`config.mk`:
```
export PLATFORM = sky130hd
export DESIGN_NAME = seq_pair_detector
export DESIGN_NICKNAME = d
export VERILOG_FILES = /design/src/rtl/seq_pair_pkg.sv /design/src/rtl/seq_pair_next.sv /design/src/rtl/seq_pair_out.sv /design/src/rtl/seq_pair_detector.sv
export SDC_FILE = /design/constraint.sdc
export NUM_CORES = 1
export LEC_CHECK = 0
export ABC_AREA = 1
export BUFFER_PORTS_ARGS = -buffer_cell sky130_fd_sc_hd__buf_4
export CAP_MARGIN = 20
export CORE_AREA = 2 2 39 41
export CTS_CLUSTER_SIZE = 30
export DETAILED_ROUTE_END_ITERATION = 10
export DIE_AREA = 0 0 41 43
export GPL_ROUTABILITY_DRIVEN = 0
export PLACE_DENSITY_LB_ADDON = 0.25
export SLEW_MARGIN = 20
export SYNTH_ARGS = -nofsm -noshare
export SYNTH_HDL_FRONTEND = slang
export SYNTH_SLANG_ARGS = --single-unit
```
`constraint.sdc`:
```
create_clock -name clk -period 1.2 [get_ports clk]
set_clock_uncertainty 0.2 [all_clocks]
set_input_delay 0.18 -clock clk [delete_from_list [all_inputs] [get_ports clk]]
set_output_delay 0.18 -clock clk [all_outputs]
set_load 0.05 [all_outputs]
```
`src/rtl/seq_pair_pkg.sv`:
```
package seq_pair_pkg;
  localparam int unsigned ST_W = 3;

  typedef enum logic [ST_W-1:0] {
    ST_IDLE   = 3'b000,
    ST_ONE    = 3'b001,
    ST_TWO    = 3'b010,
    ST_GAP    = 3'b011,
    ST_THREE  = 3'b100,
    ST_HITGAP = 3'b101,
    ST_HITRUN = 3'b110
  } det_state_e;
endpackage

```
`src/rtl/seq_pair_next.sv`:
```
module seq_pair_next
  import seq_pair_pkg::*;
(
  input  logic [ST_W-1:0] cur_st,
  input  logic            w,
  output logic [ST_W-1:0] nxt_st
);
  always_comb begin
    case (cur_st)
      ST_IDLE:   nxt_st = w ? ST_ONE   : ST_IDLE;
      ST_ONE:    nxt_st = w ? ST_TWO   : ST_IDLE;
      ST_TWO:    nxt_st = w ? ST_THREE : ST_GAP;
      ST_GAP:    nxt_st = w ? ST_HITGAP : ST_IDLE;
      ST_THREE:  nxt_st = w ? ST_HITRUN : ST_GAP;
      ST_HITGAP: nxt_st = w ? ST_TWO   : ST_IDLE;
      ST_HITRUN: nxt_st = w ? ST_HITRUN : ST_GAP;
      default:   nxt_st = ST_IDLE;
    endcase
  end
endmodule

```
`src/rtl/seq_pair_out.sv`:
```
module seq_pair_out
  import seq_pair_pkg::*;
(
  input  logic [ST_W-1:0] cur_st,
  output logic            hit
);
  always_comb begin
    hit = (cur_st == ST_HITGAP) || (cur_st == ST_HITRUN);
  end
endmodule

```
`src/rtl/seq_pair_detector.sv`:
```
module seq_pair_detector
  import seq_pair_pkg::*;
(
  input  logic            clk,
  input  logic            rst_n,
  input  logic            w_in,
  output logic            z_out,
  output logic [ST_W-1:0] state_out
);
  logic [ST_W-1:0] st_q;
  logic [ST_W-1:0] st_d;

  seq_pair_next u_next (
    .cur_st (st_q),
    .w      (w_in),
    .nxt_st (st_d)
  );

  always_ff @(posedge clk) begin
    if (!rst_n) st_q <= ST_IDLE;
    else        st_q <= st_d;
  end

  seq_pair_out u_out (
    .cur_st (st_q),
    .hit    (z_out)
  );

  assign state_out = st_q;
endmodule

```
==> results.tsv, run 1 <==
metric	value	unit
status	finished, violations left	
failing checks	setup timing	
Port-buffer cells	6	
DP HPWL	349	um
Syn Std Cell Area	169	um^2
CTS Sinks	3	
Tmin final	1.37	ns
via/cell ratio	3.83	
Iteration-0 DRC Markers	2	
# Max-Cap Violations	0	
LEAKAGE	0.165	nW
top-count cell post-synth	nand2_1	
unrepaired setup endpoints after global routing	yes	
vias in the first global route	223	
fin nets	46	
worst hold path depth	3	
core area	1380	um^2
clock tree buffer depth	2	
PwrDens	1060	nW/um^2
Primary FF master, synth	dfxtp_1	
Layout area overhead	117	%
Final Max Slew Viols	0	
critical path startpoint category	flip-flop	
Die W	41	um
largest net degree at the start of global routing	6	
CTS tree	built	
GRT Total Usage	6.92	%
First-pass DRT Iterations	3	
wirelength, routed	471	um
via count	222	
Post-synth ARST share	0	%
Hold Path Origin	rst_n	
CP required	0.82	ns
synth unique cells	10	
clock root cell	clkbuf_4	
clk slew on worst S/H paths	0.03	ns
initial antenna violation count	0	
clk_lat worst skew	0.23	ns
fill cell count	161	
R2R setup slack	0.07	ns
# rows	14	
Area contributors post-synth	dfxtp_1 (36%), nand2_1 (18%), a21oi_2 (10%)	
Antenna diodes	0	
cell taking the most area after synthesis	dfxtp_1	
Final Power	0.387	mW
die area	1760	um^2
die extent in y	43	um
Ys Warns	0	
Post-synth EDFFs	0	
Synth Net Count	30	
WP data arrival	0.99	ns
grt ovf	0	
Peak VDD IR	437	uV
DR WL/cell	8.12	um
syn_area_per_cell	6.26	um^2
fin worst setup slack	-0.174	ns
critical path capture point type	primary output	
first-pass GRT wire length	800	um
Hold Slack	0.00342	ns
worst reg2reg startpoint	state_out[0]	
count of state elements after synthesis	3	
DRT antenna net count	0	
Commonest cells post-synth	nand2_1 (8), inv_1 (4), a21oi_1 (3), dfxtp_1 (3)	
I/O pins	7	
Final Setup Violations	2	
starting density of the core	12.2	%
sequential area share after synthesis	35.6	%
Post-Syn Instances	27	
CTS Buf Count	3	
drc violations	0	
Worst Max-Slew Pin Slew	0.141	ns
post-synth top area share	35.6	%
H-tree depth	1	
Fmax	728	MHz
worst reg2reg endpoint	state_out[0]	
Fin. Hold Viols	0	
CP Max Fanout	4	
crit share post-route	115	%
Largest register FFs	3	
kind of critical path	flip-flop to primary output	
share of layout cells above drive strength 1	61.9	%
Worst slew margin	90.6	%
Hold Path End	state_out[2]	
Hold Crit Class	input port to flip-flop	
reg2reg path depth	5	
[metal layers]
layer | wire length (um) | vias up | track usage [%] | share of wire [%]
met3 | 40 | 0 | 3.14 | 8.5
met5 | 0 | - | 0 | 0
met2 | 219 | 7 | 8.44 | 46
met4 | 0 | 0 | 6.00 | 0
met1 | 211 | 100 | 8.65 | 45
li1 | - | 115 | - | -
[worst max path at each step]
stage / from / to / slack, ns / cells after the start
finish: state_out[1] / z_out / -0.17 / 4
global route: state_out[1] / z_out / -0.21 / 4
CTS: state_out[0] / z_out / -0.19 / 4
detailed placement: state_out[1] / z_out / 0.02 / 4
global placement: state_out[1] / z_out / 0.03 / 4
floorplan: state_out[0] / z_out / -0.08 / 2
[where the power goes]
group          internal [mW]  switching, mW
clock network          0.124         0.0453
logic                 0.0463         0.0559
registers              0.104         0.0122
[cells in the final DEF (no fill, tap or decap)]
cell type	n
a21oi_1	2
a21oi_2	2
a21oi_4	1
buf_4	8
buf_6	2
buf_8	1
clkbuf_1	1
clkbuf_4	3
dfxtp_4	3
inv_1	4
inv_4	2
nand2_1	5
nand2_4	3
nand3_1	1
nand4_1	1
nor2_1	2
o21ai_2	1
[logic make-up after synthesis]
family,share of synthesized area [%]
AO/OA/AOI/OAI,22.2
buffers and inverters,13.3
AND/OR/NAND/NOR,28.9
flip-flops,35.6
[worst max-delay path, cell delays in order, from the launching register on]
cell,delay (ns)
dfxtp_4,0.36
inv_4,0.06
nand2_4,0.04
a21oi_4,0.14
buf_6,0.17
[layout make-up]
cell class | count | area (um^2) | area share, %
inverter | 6 | 27.5 | 7.51
timing repair buffer | 11 | 97.6 | 26.6
sequential | 3 | 71.3 | 19.5
multi-input combinational | 18 | 124 | 33.8
tap | 16 | 20.0 | 5.46
clock buffer | 4 | 26.3 | 7.17
[what timing repair did]
action,in CTS,in global routing
hold endpoints to repair,0,0
gates resized for setup,4,7
pin swaps,1,3
cloned,0,0
hold buffers,0,0
buffers inserted,4,1
endpoints found under the setup margin,2,5
[metrics by stage]
stage / instances / setup TNS (ns) / area [um^2] / utilization [%] / setup slack (ns)
3_3_place_gp: 51 / 0 / 279 / 20.2 / 0.0285
5_1_grt: 58 / -0.320 / 367 / 26.5 / -0.211
3_5_place_dp: 51 / 0 / 279 / 20.2 / 0.0221
6_report: 58 / -0.228 / 367 / 26.5 / -0.174
2_1_floorplan: 27 / -0.0762 / 199 / - / -0.0762
4_1_cts: 59 / -0.277 / 348 / 25.1 / -0.193
Power figures use the tool's default switching activity.
==> run 2, diff against run 1 <==
--- a/config.mk
+++ b/config.mk
@@ -6,9 +6,10 @@
 export NUM_CORES = 1
 export LEC_CHECK = 0
 export ABC_AREA = 1
-export BUFFER_PORTS_ARGS = -buffer_cell sky130_fd_sc_hd__buf_4
+export BUFFER_PORTS_ARGS = -buffer_cell sky130_fd_sc_hd__clkbuf_2
 export CAP_MARGIN = 20
 export CORE_AREA = 2 2 39 41
+export CTS_BUF_LIST = sky130_fd_sc_hd__clkbuf_8 sky130_fd_sc_hd__clkbuf_16
 export CTS_CLUSTER_SIZE = 30
 export DETAILED_ROUTE_END_ITERATION = 10
 export DIE_AREA = 0 0 41 43
==> run 2 against run 1 <==
The flow still finishes with violations (setup timing). Flip-flop and latch count unchanged. Utilization increased by 4.3 points. Global-route usage rose by 0.19 points. Non-clock buffer count grew 3. Count of clock-buffer cells in the layout is 1 lower.
==> results.tsv, run 2 (synthesis results as in run 1) <==
metric	value	unit	change
multi-input logic area	108	um^2	-13%
vias in the first global route	220		-1.3%
DRT antenna net count	0		unchanged
fin worst setup slack	-0.145	ns	+0.0294 ns
Internal Pwr Total	0.375	mW	+37%
Hold-fix buffers, CTS	0		unchanged
clk_lat worst skew	0.21	ns	-0.02 ns
CP Max Fanout	3		-1
Placed Instance Area	302	um^2	+8.1%
CTS Buf Count	3		unchanged
register area	71.3	um^2	unchanged
# Max-Cap Violations	0		unchanged
worst reg2reg endpoint	state_out[0]		
LEAKAGE	0.195	nW	+18%
sequential share of power	22.1	%	-7.8 points
# rows	14		unchanged
kind of critical path	flip-flop to primary output		
starting density of the core	12.2	%	unchanged
Worst Max-Slew Pin Slew	0.119	ns	-0.0224 ns
clk slew on worst S/H paths	0.03	ns	about the same
first-pass GRT wire length	841	um	+5.1%
largest net degree at the start of global routing	5		-1
GRT Total Usage	7.11	%	+0.19 points
final core occ	30.8	%	+4.3 points
I/O pins	7		unchanged
Peak VDD IR	466	uV	+6.7%
Final Max Slew Viols	0		unchanged
non-filler cells, final	61		+5.2%
unrepaired setup endpoints after global routing	yes		
First-pass DRT Iterations	4		+1
die area	1760	um^2	unchanged
status	finished, violations left		
crit share post-route	112	%	-2.4 points
CTS Sinks	3		unchanged
Die W	41	um	unchanged
Hold Path End	state_out[0]		
post-route cell area	427	um^2	+16%
Hold Crit Class	input port to flip-flop		
Antenna diodes	0		unchanged
clock tree buffer depth	2		unchanged
switch share	24.9	%	-4.4 points
R2R setup slack	0.06	ns	about the same
Final Setup Violations	3		+1
fill cell count	148		-8.1%
DR WL/cell	8.11	um	about the same
die extent in y	43	um	unchanged
dpl cells	56		+9.8%
via count	227		+2.3%
worst hold path depth	3		unchanged
clock root cell	clkbuf_8		
Fmax	743	MHz	+2.2%
via/cell ratio	3.72		-2.8%
combinational power share	22.6	%	-3.8 points
grt ovf	0		unchanged
P_sw	0.124	mW	+9.8%
Fin. Hold Viols	0		unchanged
failing checks	setup timing		
worst reg2reg startpoint	state_out[1]		
share of layout cells above drive strength 1	60.0	%	-1.9 points
H-tree depth	1		unchanged
Worst slew margin	92.1	%	+1.5 points
Hold Path Origin	rst_n		
drc violations	0		unchanged
Port-buffer cells	6		unchanged
initial antenna violation count	0		unchanged
Final Power	0.500	mW	+29%
CTS tree	built		
most frequent cells in the layout	nand2_1 (6), buf_4 (6), inv_1 (5)		
critical path startpoint category	flip-flop		
PwrDens	1170	nW/um^2	+11%
Layout area overhead	153	%	
fin nets	49		+6.5%
Iteration-0 DRC Markers	3		+1
Largest register FFs	3		unchanged
reg2reg path depth	5		unchanged
Tmin final	1.35	ns	-0.0294 ns
Clock power frac	55.2	%	+12 points
wirelength, routed	495	um	+5.1%
core area	1380	um^2	unchanged
CP required	0.82	ns	about the same
WP data arrival	0.97	ns	-0.02 ns
Placement Setup Slack	-0.0391	ns	-0.0612 ns
critical path capture point type	primary output		
## run 2: changes by cell type in the layout (fill, tap and decap cells not counted), moves of 2 or more
| cell | previous run | this run |
|---|---|---|
| buf_4 | 8 | 6 |
| clkbuf_16 | 0 | 2 |
| clkbuf_2 | 0 | 2 |
| clkbuf_4 | 3 | 0 |
| clkbuf_8 | 0 | 3 |
| nand2_4 | 3 | 1 |
## run 2: routing by layer
metal / vias up / routed length, um / GRT usage (%)
li1: 120 / - / -
met1: 98 / 224 / 10.5
met2: 9 / 238 / 8.13
met3: 0 / 33 / 1.57
met4: 0 / 0 / 6.00
met5: - / 0 / 0
## run 2: how the worst max path moves through the flow
stage | endpoint | slack (ns) | depth (start not counted) | startpoint
global route | z_out | -0.17 | 4 | state_out[0]
finish | z_out | -0.15 | 4 | state_out[0]
global placement | z_out | -0.03 | 4 | state_out[1]
floorplan | z_out | -0.08 | 2 | state_out[0]
CTS | z_out | -0.17 | 4 | state_out[0]
detailed placement | z_out | -0.04 | 4 | state_out[1]
## run 2: cell type report
type,instances,area share [%]
inverters,6,5.87
flip-flops and latches,3,16.7
clock buffers,3,9.68
clock inverters,1,0.880
repair buffers,14,37.0
well taps,16,4.69
multi-input cells,18,25.2
## run 2: power by group through the flow
stage	Combinational [mW]	Clock, mW	Sequential, mW
CTS	0.111	0.284	0.111
floorplan	0.0323	0	0.134
global route	0.122	0.291	0.112
finish	0.113	0.276	0.111
detailed placement	0.0895	0	0.111
global placement	0.0899	0	0.111
## run 2: metrics by stage
stage               setup TNS (ns)  hold slack, ns
floorplan                  -0.0762          0.0910
global placement           -0.0288           0.236
detailed placement         -0.0391           0.244
CTS                         -0.289          0.0250
global route                -0.304          0.0485
finish                      -0.227          0.0266
## run 2: repair_timing
item	CTS	global route
pin swaps	1	2
endpoints found under the hold margin	0	0
gates resized for setup	12	4
gates cloned	0	0
setup buffers	1	0
endpoints found under the setup margin	4	6
## run 2: worst max-delay path, stage by stage (launching register included)
cell,delay [ns]
dfxtp_4,0.35
inv_4,0.06
nand2_4,0.05
a21oi_4,0.15
buf_8,0.15
